$ cat config.mk
export PLATFORM = sky130hd
export DESIGN_NAME = dacseg_top
export DESIGN_NICKNAME = d
export VERILOG_FILES = /design/src/rtl/dacseg_pkg.sv /design/src/rtl/dacseg_capture.sv /design/src/rtl/dacseg_decoder.sv /design/src/rtl/dacseg_current.sv /design/src/rtl/dacseg_lane.sv /design/src/rtl/dacseg_top.sv
export SDC_FILE = /design/constraint.sdc
export NUM_CORES = 1
export LEC_CHECK = 0
export ABC_AREA = 1
export BUFFER_PORTS_ARGS = -buffer_cell sky130_fd_sc_hd__buf_2
export CAP_MARGIN = 20
export CELL_PAD_IN_SITES_DETAIL_PLACEMENT = 1
export CELL_PAD_IN_SITES_GLOBAL_PLACEMENT = 1
export CORE_MARGIN = 4
export CORE_UTILIZATION = 30
export DETAILED_ROUTE_END_ITERATION = 10
export PLACE_DENSITY = 0.72
export SLEW_MARGIN = 20
export SYNTH_ARGS = -nofsm -noshare
export SYNTH_HDL_FRONTEND = slang
export SYNTH_SLANG_ARGS = --single-unit
$ cat constraint.sdc
create_clock -name clk -period 9.62 [get_ports clk]
set_input_delay 0.481 -clock clk [delete_from_list [all_inputs] [get_ports clk]]
set_output_delay 0.481 -clock clk [all_outputs]
set_load 0.02 [all_outputs]
$ cat src/rtl/dacseg_pkg.sv
package dacseg_pkg;
  localparam int CODE_W = 8;
  localparam int LOW_W  = 3;
  localparam int HIGH_W = CODE_W - LOW_W;
  localparam int SEG_N  = (1 << HIGH_W) - 1;
  localparam int SEG_WT = 1 << LOW_W;
  localparam int FULL   = (1 << CODE_W) - 1;
  localparam int CH_N   = 2;
endpackage

$ cat src/rtl/dacseg_capture.sv
module dacseg_capture #(
  parameter int W = dacseg_pkg::CODE_W
) (
  input  logic         clk,
  input  logic         rst,
  input  logic         hold,
  input  logic [W-1:0] d,
  output logic [W-1:0] q
);
  always_ff @(posedge clk) begin
    if (rst)        q <= '0;
    else if (!hold) q <= d;
  end
endmodule

$ cat src/rtl/dacseg_decoder.sv
module dacseg_decoder #(
  parameter int CODE_W = dacseg_pkg::CODE_W,
  parameter int LOW_W  = dacseg_pkg::LOW_W,
  localparam int HIGH_W = CODE_W - LOW_W,
  localparam int SEG_N  = (1 << HIGH_W) - 1
) (
  input  logic [CODE_W-1:0] code,
  output logic [SEG_N-1:0]  seg,
  output logic [LOW_W-1:0]  lsb
);
  logic [HIGH_W-1:0] upper;
  assign upper = code[CODE_W-1:LOW_W];
  assign lsb   = code[LOW_W-1:0];

  for (genvar g = 0; g < SEG_N; g++) begin : g_therm
    assign seg[g] = (upper > HIGH_W'(g));
  end
endmodule

$ cat src/rtl/dacseg_current.sv
module dacseg_current #(
  parameter int CODE_W = dacseg_pkg::CODE_W,
  parameter int LOW_W  = dacseg_pkg::LOW_W,
  localparam int SEG_N  = (1 << (CODE_W - LOW_W)) - 1,
  localparam int SEG_WT = 1 << LOW_W
) (
  input  logic [SEG_N-1:0]  seg,
  input  logic [LOW_W-1:0]  lsb,
  output logic [CODE_W-1:0] level
);
  int cnt;
  always_comb begin
    cnt = 0;
    for (int i = 0; i < SEG_N; i++) cnt = cnt + int'(seg[i]);
    level = CODE_W'(cnt * SEG_WT + int'(lsb));
  end
endmodule

$ cat src/rtl/dacseg_lane.sv
module dacseg_lane #(
  parameter int CODE_W = dacseg_pkg::CODE_W,
  parameter int LOW_W  = dacseg_pkg::LOW_W,
  localparam int SEG_N  = (1 << (CODE_W - LOW_W)) - 1
) (
  input  logic              clk,
  input  logic              rst,
  input  logic              hold,
  input  logic              asleep,
  input  logic [CODE_W-1:0] code,
  output logic [SEG_N-1:0]  seg_on,
  output logic [SEG_N-1:0]  seg_off,
  output logic [LOW_W-1:0]  lsb_on,
  output logic [LOW_W-1:0]  lsb_off
);
  logic [CODE_W-1:0] stage1;
  logic [SEG_N-1:0]  seg_d, seg_r;
  logic [LOW_W-1:0]  lsb_d, lsb_r;

  dacseg_capture #(.W(CODE_W)) u_cap (
    .clk(clk), .rst(rst), .hold(hold), .d(code), .q(stage1)
  );

  dacseg_decoder #(.CODE_W(CODE_W), .LOW_W(LOW_W)) u_dec (
    .code(stage1), .seg(seg_d), .lsb(lsb_d)
  );

  always_ff @(posedge clk) begin
    if (rst) begin
      seg_r <= '0;
      lsb_r <= '0;
    end else if (!hold) begin
      seg_r <= seg_d;
      lsb_r <= lsb_d;
    end
  end

  assign seg_on  = asleep ? '0 : seg_r;
  assign seg_off = asleep ? '0 : ~seg_r;
  assign lsb_on  = asleep ? '0 : lsb_r;
  assign lsb_off = asleep ? '0 : ~lsb_r;


  thermo_shape_chk: assert property (@(posedge clk) disable iff (rst)
    ((seg_on & (seg_on + 1'b1)) == '0));


  comp_inverse_chk: assert property (@(posedge clk) disable iff (rst)
    !asleep |-> (seg_off == ~seg_on) && (lsb_off == ~lsb_on));


  sleep_quiet_chk: assert property (@(posedge clk) disable iff (rst)
    asleep |-> (seg_on == '0) && (seg_off == '0) && (lsb_on == '0) && (lsb_off == '0));


  freeze_chk: assert property (@(posedge clk) disable iff (rst)
    ($past(hold) && !$past(rst)) |-> ($stable(seg_r) && $stable(stage1)));
endmodule

$ cat src/rtl/dacseg_top.sv
module dacseg_top #(
  parameter int CODE_W = dacseg_pkg::CODE_W,
  parameter int LOW_W  = dacseg_pkg::LOW_W,
  localparam int SEG_N  = (1 << (CODE_W - LOW_W)) - 1,
  localparam int FULL   = (1 << CODE_W) - 1,
  localparam int CH_N   = dacseg_pkg::CH_N
) (
  input  logic              clk,
  input  logic              rst,
  input  logic              sleep,
  input  logic [CODE_W-1:0] i_code,
  input  logic [CODE_W-1:0] q_code,
  output logic [SEG_N-1:0]  i_seg_on,
  output logic [SEG_N-1:0]  i_seg_off,
  output logic [LOW_W-1:0]  i_lsb_on,
  output logic [LOW_W-1:0]  i_lsb_off,
  output logic [CODE_W-1:0] i_level,
  output logic [CODE_W-1:0] i_level_n,
  output logic [SEG_N-1:0]  q_seg_on,
  output logic [SEG_N-1:0]  q_seg_off,
  output logic [LOW_W-1:0]  q_lsb_on,
  output logic [LOW_W-1:0]  q_lsb_off,
  output logic [CODE_W-1:0] q_level,
  output logic [CODE_W-1:0] q_level_n
);
  logic asleep;
  logic [CH_N-1:0][CODE_W-1:0] code_v;
  logic [CH_N-1:0][SEG_N-1:0]  son_v, soff_v;
  logic [CH_N-1:0][LOW_W-1:0]  lon_v, loff_v;
  logic [CH_N-1:0][CODE_W-1:0] lvl_v, lvln_v;

  always_ff @(posedge clk) begin
    if (rst) asleep <= 1'b0;
    else     asleep <= sleep;
  end

  assign code_v[0] = i_code;
  assign code_v[1] = q_code;

  for (genvar c = 0; c < CH_N; c++) begin : g_ch
    dacseg_lane #(.CODE_W(CODE_W), .LOW_W(LOW_W)) u_lane (
      .clk(clk), .rst(rst), .hold(sleep), .asleep(asleep), .code(code_v[c]),
      .seg_on(son_v[c]), .seg_off(soff_v[c]), .lsb_on(lon_v[c]), .lsb_off(loff_v[c])
    );
    dacseg_current #(.CODE_W(CODE_W), .LOW_W(LOW_W)) u_pos (
      .seg(son_v[c]), .lsb(lon_v[c]), .level(lvl_v[c])
    );
    dacseg_current #(.CODE_W(CODE_W), .LOW_W(LOW_W)) u_neg (
      .seg(soff_v[c]), .lsb(loff_v[c]), .level(lvln_v[c])
    );
  end

  assign i_seg_on  = son_v[0];
  assign i_seg_off = soff_v[0];
  assign i_lsb_on  = lon_v[0];
  assign i_lsb_off = loff_v[0];
  assign i_level   = lvl_v[0];
  assign i_level_n = lvln_v[0];
  assign q_seg_on  = son_v[1];
  assign q_seg_off = soff_v[1];
  assign q_lsb_on  = lon_v[1];
  assign q_lsb_off = loff_v[1];
  assign q_level   = lvl_v[1];
  assign q_level_n = lvln_v[1];

  logic [1:0] warm;
  always_ff @(posedge clk) begin
    if (rst)              warm <= '0;
    else if (warm != 2'd3) warm <= warm + 2'd1;
  end


  sum_full_chk: assert property (@(posedge clk) disable iff (rst)
    !asleep |-> ((int'(i_level) + int'(i_level_n)) == FULL) &&
                ((int'(q_level) + int'(q_level_n)) == FULL));


  latency_chk: assert property (@(posedge clk) disable iff (rst)
    (warm >= 2'd2 && !$past(sleep) && !$past(sleep, 2)) |->
      (i_level == $past(i_code, 2)) && (q_level == $past(q_code, 2)));


  sleep_level_chk: assert property (@(posedge clk) disable iff (rst)
    asleep |-> (i_level == '0) && (q_level == '0) && (i_level_n == '0) && (q_level_n == '0));
endmodule

==> results of run 1 <==
[kinds of logic (layout without fill, tap and decap cells)]
group / Yosys count / count (layout)
xor+xnor: 4 / 4
flops: 85 / 85
fa+ha+maj: 128 / 128
compound gates: 92 / 92
simple gates: 330 / 330
buf+inv: 337 / 494
[worst max-delay path, stage by stage, from the launching register on]
cell and delay (ns):
dfxtp_4 0.86, buf_4 0.55, inv_1 0.33, nand2_1 0.19, fa_1 0.46, fa_1 0.51
inv_1 0.05, fa_1 0.50, inv_1 0.06, fa_1 0.47, fa_1 0.54, fa_1 0.41
inv_1 0.07, ha_1 0.16, inv_1 0.05, fa_1 0.39, nand3b_1 0.20, nand2_1 0.09
nand2_1 0.05, nand2_1 0.05, buf_2 0.16
[power breakdown]
group / switching, mW / total (mW) / leakage (nW) / internal [mW]
logic: 1.20 / 1.88 / 3.85 / 0.688
clock network: 0.148 / 0.322 / 0.133 / 0.175
registers: 0.0182 / 0.384 / 0.694 / 0.366
[sequential cells by signal (all words and copies together), names as in the netlist]
signal               cells
g_ch.u_lane.u_cap.q     16
g_ch.u_lane.lsb_r        6
g_ch.u_lane.seg_r       62
asleep                   1
[metal layers]
metal,GRT usage,wire (um),vias up
met5,0,0,-
met4,0.0389,303,0
met3,0.0406,1540,17
met2,0.326,11800,176
met1,0.222,9860,3189
li1,-,-,3121
[path summary, 6_finish.rpt]
path                                                from                                     end  slack [ns]  cells past startpoint
setup / recovery                       asleep$_SDFF_PP0_                              i_level[7]        2.56                     20
hold / removal                                 i_code[2]  g_ch[0].u_lane.u_cap.q[2]$_SDFFE_PP0N_        0.34                      3
setup reg to reg  g_ch[0].u_lane.u_cap.q[7]$_SDFFE_PP0N_    g_ch[0].u_lane.seg_r[3]$_SDFFE_PP0N_        8.18                      4
hold reg to reg   g_ch[1].u_lane.u_cap.q[0]$_SDFFE_PP0N_  g_ch[1].u_lane.u_cap.q[0]$_SDFFE_PP0N_        0.47                      2
[synth_stat cells (2+ instances only)]
cell type / n
o22ai_2: 3
nor2_1: 154
a21oi_1: 16
clkbuf_1: 15
nand3_1: 39
nand4_1: 5
a31oi_1: 2
inv_1: 288
o211ai_1: 6
ha_1: 36
o22ai_1: 11
fa_1: 92
inv_2: 2
buf_6: 2
nand3b_1: 2
o21ai_0: 53
buf_2: 16
dfxtp_1: 85
xnor2_1: 2
nand2_1: 127
xor2_1: 2
buf_4: 14
[cell type report]
type | count | area [sq um]
Sequential cell | 85 | 1710
Inverter | 290 | 1090
Tap cell | 319 | 399
Clock buffer | 10 | 229
Timing Repair Buffer | 188 | 946
Clock inverter | 6 | 37.5
Fill cell | 3059 | 15000
Multi-Input combinational cell | 554 | 4170
[layout by cell type, fill, tap and decap left out, types with 5 or more instances in the layout]
master,n
dfxtp_1,84
fa_1,92
ha_1,36
buf_2,186
inv_1,288
nand4_1,5
clkbuf_16,9
o211ai_1,6
o21ai_0,53
nor2_1,153
nand2_1,127
o22ai_1,11
a21oi_1,16
nand3_1,39
==> impl_results.md, run 1 <==
- Die area: 26600 sq um
- CTS tree: yes
- Largest family of logic cells by synthesized area: adder cells
- Slew margin rel.: 0.336
- Final wirelength: 23500 um
- Root Buffer: clkbuf_16
- GRT Total Usage: 0.181
- Vias in the first global route: 7208
- Pwr dens: 302 nW/um^2
- Post-route cell area: 8570 sq um
- DRT Pass-1 Iters: 4
- Worst VDD drop: 0.672 mV
- Setup WS pre-CTS: 2.91 ns
- Sequential share of the synthesized area: 0.236
- Routed len/inst: 16.2 um
- Synth top area cells: fa_1 26%, dfxtp_1 24%, inv_1 15%, nor2_1 8.0%, nand2_1 6.6%
- Total power: 2.59 mW
- IO Pins: 187
- Post-synthesis compound-gate area fraction: 0.0718
- Setup CP Type: register to primary output
- Inst Count DP: 1436
- Final setup skew: 0.00445 ns
- Post-synthesis xor/xnor area fraction: 0.00485
- CP arrival: 6.58 ns
- Gr ovfl total: 0
- Vias: 6503
- Htree depth: 3
- DRC Markers: 0
- Simple-Gate Fraction of Synth Area: 0.183
- CP Capture Type: primary output
- Ant diodes: 0
- Max-Cap Viols: 0
- Average size of a mapped cell: 7.40 sq um
- Final Hold Viols: 0
- Top_reg_cell synth: dfxtp_1
- Die Ht: 163 um
- Mapped Cells: 976
- Final WS setup: 2.56 ns
- PostCTS Resize Cnt: 0
- Clock transition at the registers of the reported paths: 0.06 ns
- Bufs on Longest Clock Path: 2
- Post-route ant nets: 0
- Post-DP HPWL: 19800 um
- Crit path max fanout: 79
- Clk Latency, worst-skew pair: 0.34 ns
- Fin Hold WS: 0.335 ns
- Distinct cells, synth: 26
- Setup bufs post-CTS: 0
- Synth Cell Area: 7220 sq um
- Worst Tran Pin Value: 0.996 ns
- Gpl congestion: 0.889
- Nets@finish: 1275
- CTS Buf Count: 9
- Mapped Nets: 1123
- Worst hold path class: input port to register
- Multiplexer share of the synthesized area: 0
- Clk sink count: 85
- Largest net degree at the start of global routing: 80
- Core ar.: 23500 sq um
- Synth top area share: 0.255
- Post-synth EDFFs: 0
- Fin util: 0.364
- Critical Path RT: 9.14 ns
- Status: completed
- 1st-iter DRT viols: 287
- Leak pwr: 4.68 nW
- Final std cells w/o fill: 1452
- Initial antenna violation count: 0
- Post-Synth Adder-Cell Area: 0.318
- Final setup violating endpoints: 0
- Initial Util: 0.307
- Yosys top cell by area: fa_1
- Final setup TNS: 0 ns
- Final Cycle Share: 0.734
- Hold Buf Count CTS: 0
- Fin. max-slew vios: 0
- Die W: 163 um
- Synth warn: 0
- First-pass GRT wire length: 37700 um
- Site Rows: 56
- Worst Setup Start Kind: register
- RSZ-0062 raised after global routing: no
- Vias/cell: 4.48
- DP Area: 8310 sq um
- Post-synthesis register bit count: 85
- Crit path time final: 7.06 ns
- IO buf count: 186
- FFs w/ async S/R, synth: 0
- Layout cells sized above 1: 0.189
- Max Clock Freq: 142 MHz
- Area grow syn2layout: 18.8%
Power figures use the tool's default switching activity.
==> run 2, diff against run 1 <==
- PLACE_DENSITY: 0.72 -> 0.74
- clock period: 9.62 -> 6 ns (I/O delays scaled with it)
==> run 2 against run 1 <==
Register-to-register slack got worse by 3.6 ns. Sequential cell count unchanged. Routed wire length increased by 3.1%. Cell count increased by 0.69%. Highest routed layer unchanged.
==> impl_results.md, run 2 (synthesis gave the netlist of run 1 again) <==
- Status: completed
- CP Capture Type: primary output
- Die Ht: 163 um
- Post-route cell area: 8810 sq um
- Final setup TNS: 0 ns
- Crit path max-delay family: adder cells
- DP Area: 8340 sq um
- DRT Pass-1 Iters: 4
- Min-delay src: q_code[2]
- Cell mode on critical path: fa_1
- Slew margin rel.: 0.329
- Post-route ant nets: 0
- Worst R2R End: g_ch[0].u_lane.seg_r[3]$_SDFFE_PP0N_
- Area grow syn2layout: 22.0%
- Initial Util: 0.307
- Gpl congestion: 0.901
- Final wirelength: 24300 um
- Fillcell total: 3008
- Hold EP: g_ch[1].u_lane.u_cap.q[2]$_SDFFE_PP0N_
- GRT Total Usage: 0.184
- R2R Setup Slk: 4.56 ns
- Post-DP HPWL: 19900 um
- Routed len/inst: 16.6 um
- Clock power share: 0.140
- Largest net degree at the start of global routing: 60
- Die W: 163 um
- P_sw: 2.18 mW
- First-pass GRT wire length: 38200 um
- Core ar.: 23500 sq um
- 1st-iter DRT viols: 378
- CTS Buf Count: 9
- IO Pins: 187
- Clock transition at the registers of the reported paths: 0.06 ns
- CTS tree: yes
- Die area: 26600 sq um
- Worst-path cell chain: buf_8 -> nor2_2 -> ha_1 -> inv_1 -> fa_1 -> fa_1 -> fa_1 -> fa_1 -> fa_1 -> fa_1 -> inv_1 -> ha_1 -> inv_1 -> fa_1 -> nand3b_1 -> nand2_1 -> nand2_1 -> nand2_1 -> buf_2
- Bufs on Longest Clock Path: 2
- Final std cells w/o fill: 1462
- Max stage delay on crit path: 0.55 ns
- Max reg flops: 62
- Final Cycle Share: 0.965
- Commonest non-fill, non-tap cell in the layout: inv_1
- Fin util: 0.374
- Final Hold Viols: 0
- Most frequent cells in the layout: 287 x inv_1, 185 x buf_2, 134 x nor2_1, 127 x nand2_1, 91 x fa_1
- Power Internal: 2.05 mW
- FF-to-FF Start: g_ch[0].u_lane.u_cap.q[7]$_SDFFE_PP0N_
- Layout cells sized above 1: 0.215
- Site Rows: 56
- Critical Path RT: 5.70 ns
- Crit path max fanout: 7
- Switch share: 0.515
- RSZ-0062 raised after global routing: yes
- Htree depth: 3
- Pwr dens: 480 nW/um^2
- Setup CP Type: register to primary output
- Gr ovfl total: 0
- IO buf count: 186
- Reg power frac: 0.144
- Worst Setup Start Kind: register
- Slowest stage cell, crit path: fa_1
- Worst VDD drop: 0.854 mV
- CP arrival: 5.49 ns
- Top flop regs: g_ch.u_lane.seg_r x62, g_ch.u_lane.u_cap.q x16, g_ch.u_lane.lsb_r x6
- Clk sink count: 85
- Worst hold path class: input port to register
- Inst Count DP: 1441
- Vias/cell: 4.49
- Vias: 6564
- R2r worst-path depth: 4
- Top reg by flops: g_ch.u_lane.seg_r
- Root Buffer: clkbuf_16
- Comb pwr share: 0.715
- Final setup violating endpoints: 0
- Hold Buf Count CTS: 0
- Hold Crit Depth: 3
- Leak pwr: 4.76 nW
- Crit path time final: 5.79 ns
- Final setup skew: 0.00448 ns
- Nets@finish: 1286
- Clk Latency, worst-skew pair: 0.34 ns
- DRC Markers: 0
- Ant diodes: 0
- Initial antenna violation count: 0
- Max-Cap Viols: 0
- Fin. max-slew vios: 0
- Vias in the first global route: 7152
- Worst Tran Pin Value: 1.01 ns
- Bufs and invs on worst path: 5
- Max Clock Freq: 173 MHz
==> run 2: cell count changes in the layout (fill, tap and decap cells not counted), sizes merged <==
| cell | delta |
|---|---|
| buf | +11 |
| bufinv | +1 |
| clkbuf | +2 |
| clkinv | -2 |
| clkinvlp | +1 |
| inv | -3 |
==> run 2: repair_timing <==
item,in CTS,in global routing
resized for setup,0,35
hold endpoints to repair,0,0
pin swaps,0,2
setup endpoints to repair,3,7
cloned,0,0
buffers inserted,1,5
==> run 2: final cells by class <==
class	instances	area, sq um	share of cell area
Multi-Input combinational cell	554	4240	0.481
Clock buffer	12	268	0.0304
Timing Repair Buffer	199	1060	0.121
Sequential cell	85	1710	0.194
Tap cell	319	399	0.0453
Inverter	290	1090	0.124
Clock inverter	3	42.5	0.00483
==> run 2: per-layer routing <==
layer	track usage	part of all wire	vias up
li1	-	-	3143
met1	0.232	0.43	3204
met2	0.326	0.50	187
met3	0.0341	0.053	30
met4	0.0435	0.022	0
met5	0	0	-
==> run 2: power groups by stage <==
stage,registers [mW],clock network [mW],logic [mW]
floorplan,0.609,0,2.28
finish,0.611,0.594,3.03
global placement,0.624,0,2.98
CTS,0.611,0.603,3.08
detailed placement,0.625,0,3.06
global route,0.614,0.623,3.52
==> run 2: worst register-to-register path: stages (launching register included) <==
cell	delay, ns
dfxtp_1	0.53
inv_1	0.24
a21oi_1	0.37
inv_1	0.14
o21ai_0	0.09
==> run 2: worst max-delay path by stage <==
stage,depth (start not counted),from,slack (ns),to
3_5_place_dp,20,asleep$_SDFF_PP0_,0.31,q_level[7]
3_3_place_gp,20,asleep$_SDFF_PP0_,0.43,q_level_n[7]
2_1_floorplan,21,asleep$_SDFF_PP0_,0.33,q_level[7]
5_1_grt,19,asleep$_SDFF_PP0_,-0.02,i_level_n[7]
6_report,19,asleep$_SDFF_PP0_,0.21,i_level[7]
4_1_cts,19,asleep$_SDFF_PP0_,0.02,q_level[7]
==> run 2: per-stage QoR <==
step	power, mW	hold WS (ns)	worst slack, ns
final	4.23	0.154	0.213
after floorplan	2.89	0.413	0.328
after global routing	4.76	0.152	-0.0183
after detailed placement	3.69	0.471	0.311
after global placement	3.61	0.467	0.429
after CTS	4.30	0.146	0.0197
==> run 3, diff against run 2 <==
- PLACE_DENSITY: 0.74 -> 0.72
- clock period: 6 -> 7.4 ns (I/O delays scaled with it)
==> run 3 against run 2 <==
Global-route usage shrank 0.16 points. Routed wire length down 4.1%. Via count is 1.9% lower.
==> impl_results.md, run 3 (synthesis gave the netlist of run 1 again) <==
- Final Cycle Share: 0.848
- Vias in the first global route: 7078
- Worst hold path class: input port to register
- Final setup violating endpoints: 0
- Post-DP HPWL: 19600 um
- FF-to-FF Start: g_ch[1].u_lane.u_cap.q[7]$_SDFFE_PP0N_
- Gr ovfl total: 0
- Bufs and invs on worst path: 7
- Die Ht: 163 um
- Root Buffer: clkbuf_16
- PostCTS Resize Cnt: 0
- CTS tree: yes
- Max stage delay on crit path: 0.69 ns
- Inst Count DP: 1437
- R2r worst-path depth: 2
- Reg area: 1710 sq um
- Routed len/inst: 16.0 um
- Final setup TNS: 0 ns
- Post-route cell area: 8590 sq um
- Setup WS pre-CTS: 1.46 ns
- Slowest stage cell, crit path: dfxtp_4
- Initial Util: 0.307
- Worst Setup Start Kind: register
- Final Hold Viols: 0
- Clk Latency, worst-skew pair: 0.35 ns
- Status: completed
- Crit path max-delay family: adder cells
- Nets@finish: 1276
- Largest net degree at the start of global routing: 60
- Core ar.: 23500 sq um
- Fin. max-slew vios: 0
- Crit path from: asleep$_SDFF_PP0_
- Layout cells sized above 1: 0.187
- Die area: 26600 sq um
- IO Pins: 187
- Final WS setup: 1.13 ns
- Hold Buf Count CTS: 0
- CP Capture Type: primary output
- DP Area: 8310 sq um
- Bufs on Longest Clock Path: 2
- CTS Buf Count: 9
- Total power: 3.37 mW
- Post-route ant nets: 0
- Setup CP Type: register to primary output
- Final setup skew: 0.00808 ns
- Slew margin rel.: 0.325
- Multi-input logic area: 4170 sq um
- Pwr dens: 393 nW/um^2
- WP depth: 20
- Crit path max fanout: 49
- Final wirelength: 23300 um
- Htree depth: 3
- 1st-iter DRT viols: 348
- Vias/cell: 4.43
- Vias: 6442
- First-pass GRT wire length: 37800 um
- Worst-path cell chain: buf_4 -> nor2_1 -> inv_1 -> fa_1 -> fa_1 -> fa_1 -> inv_1 -> fa_1 -> fa_1 -> inv_1 -> fa_1 -> inv_1 -> ha_1 -> inv_1 -> fa_1 -> nand3b_1 -> nand2_1 -> nand2_1 -> nand2_1 -> buf_2
- Top flop regs: g_ch.u_lane.seg_r x62, g_ch.u_lane.u_cap.q x16, g_ch.u_lane.lsb_r x6
- Commonest non-fill, non-tap cell in the layout: inv_1
- DRC Markers: 0
- DRT Pass-1 Iters: 6
- Fillcell total: 3030
- Max reg flops: 62
- Critical Path RT: 7.03 ns
- IO buf count: 186
- Final std cells w/o fill: 1453
- Initial antenna violation count: 0
- CP arrival: 5.90 ns
- Critical path capture point: q_level[7]
- Site Rows: 56
- Area grow syn2layout: 18.9%
- R2R Setup Slk: 6.00 ns
- Clk sink count: 85
- Most frequent cells in the layout: 288 x inv_1, 186 x buf_2, 153 x nor2_1, 127 x nand2_1, 92 x fa_1
- Die W: 163 um
- Worst R2R End: g_ch[1].u_lane.seg_r[1]$_SDFFE_PP0N_
- Gpl congestion: 0.874
- Setup bufs post-CTS: 0
- Crit path time final: 6.27 ns
- Ant diodes: 0
- Leak pwr: 4.68 nW
- Max Clock Freq: 159 MHz
- Clock transition at the registers of the reported paths: 0.07 ns
- Max-Cap Viols: 0
- Top reg by flops: g_ch.u_lane.seg_r
- GRT Total Usage: 0.182
- Worst VDD drop: 0.753 mV
- RSZ-0062 raised after global routing: no
- Cell mode on critical path: fa_1
- Worst Tran Pin Value: 1.01 ns
==> run 3: changes by cell type in the layout (fill, tap and decap cells not counted), moves of 3 or more <==
cell,previous run,this run
nor2_2,17,2
nor2_1,134,153
nor2_4,5,1
clkbuf_1,1,4
buf_4,8,3
buf_8,3,0
buf_6,3,0
==> run 3: stage by stage <==
step	hold slack (ns)	util
floorplan	0.444	-
global placement	0.462	0.353
detailed placement	0.467	0.353
CTS	0.213	0.365
global route	0.231	0.365
finish	0.217	0.365
==> run 3: final cells by class <==
type,instances,share of cell area
Clock buffer,15,0.0312
Clock inverter,1,0.000583
Inverter,290,0.127
Multi-Input combinational cell,554,0.485
Sequential cell,85,0.199
Tap cell,319,0.0465
Timing Repair Buffer,189,0.111
==> run 3: worst min-delay path by stage <==
stage | from | to | slack [ns] | cells past startpoint
2_1_floorplan | g_ch[0].u_lane.seg_r[0]$_SDFFE_PP0N_ | g_ch[0].u_lane.seg_r[0]$_SDFFE_PP0N_ | 0.44 | 2
3_3_place_gp | g_ch[0].u_lane.seg_r[6]$_SDFFE_PP0N_ | g_ch[0].u_lane.seg_r[6]$_SDFFE_PP0N_ | 0.46 | 2
3_5_place_dp | g_ch[1].u_lane.u_cap.q[1]$_SDFFE_PP0N_ | g_ch[1].u_lane.lsb_r[1]$_SDFFE_PP0N_ | 0.47 | 2
4_1_cts | i_code[6] | g_ch[0].u_lane.u_cap.q[6]$_SDFFE_PP0N_ | 0.21 | 3
5_1_grt | i_code[6] | g_ch[0].u_lane.u_cap.q[6]$_SDFFE_PP0N_ | 0.23 | 3
6_report | q_code[5] | g_ch[1].u_lane.u_cap.q[5]$_SDFFE_PP0N_ | 0.22 | 3
==> run 3: power breakdown <==
part           leakage, nW  switching [mW]  internal, mW
combinational         3.86            1.55         0.891
clock                0.134           0.191         0.246
sequential           0.694          0.0206         0.476
total                 4.68            1.76          1.61
==> run 3: worst reg2reg max path: stages (launching register included) <==
cell and delay (ns):
dfxtp_1 0.40, o21ai_0 0.66, o211ai_1 0.20
==> run 3: layer usage <==
layer	track usage	share of wire	up-vias	wire [um]
li1	-	-	3124	-
met1	0.231	0.43	3142	10000
met5	0	0	-	0
met2	0.323	0.50	160	11600
met3	0.0293	0.061	16	1410
met4	0.0465	0.012	0	284
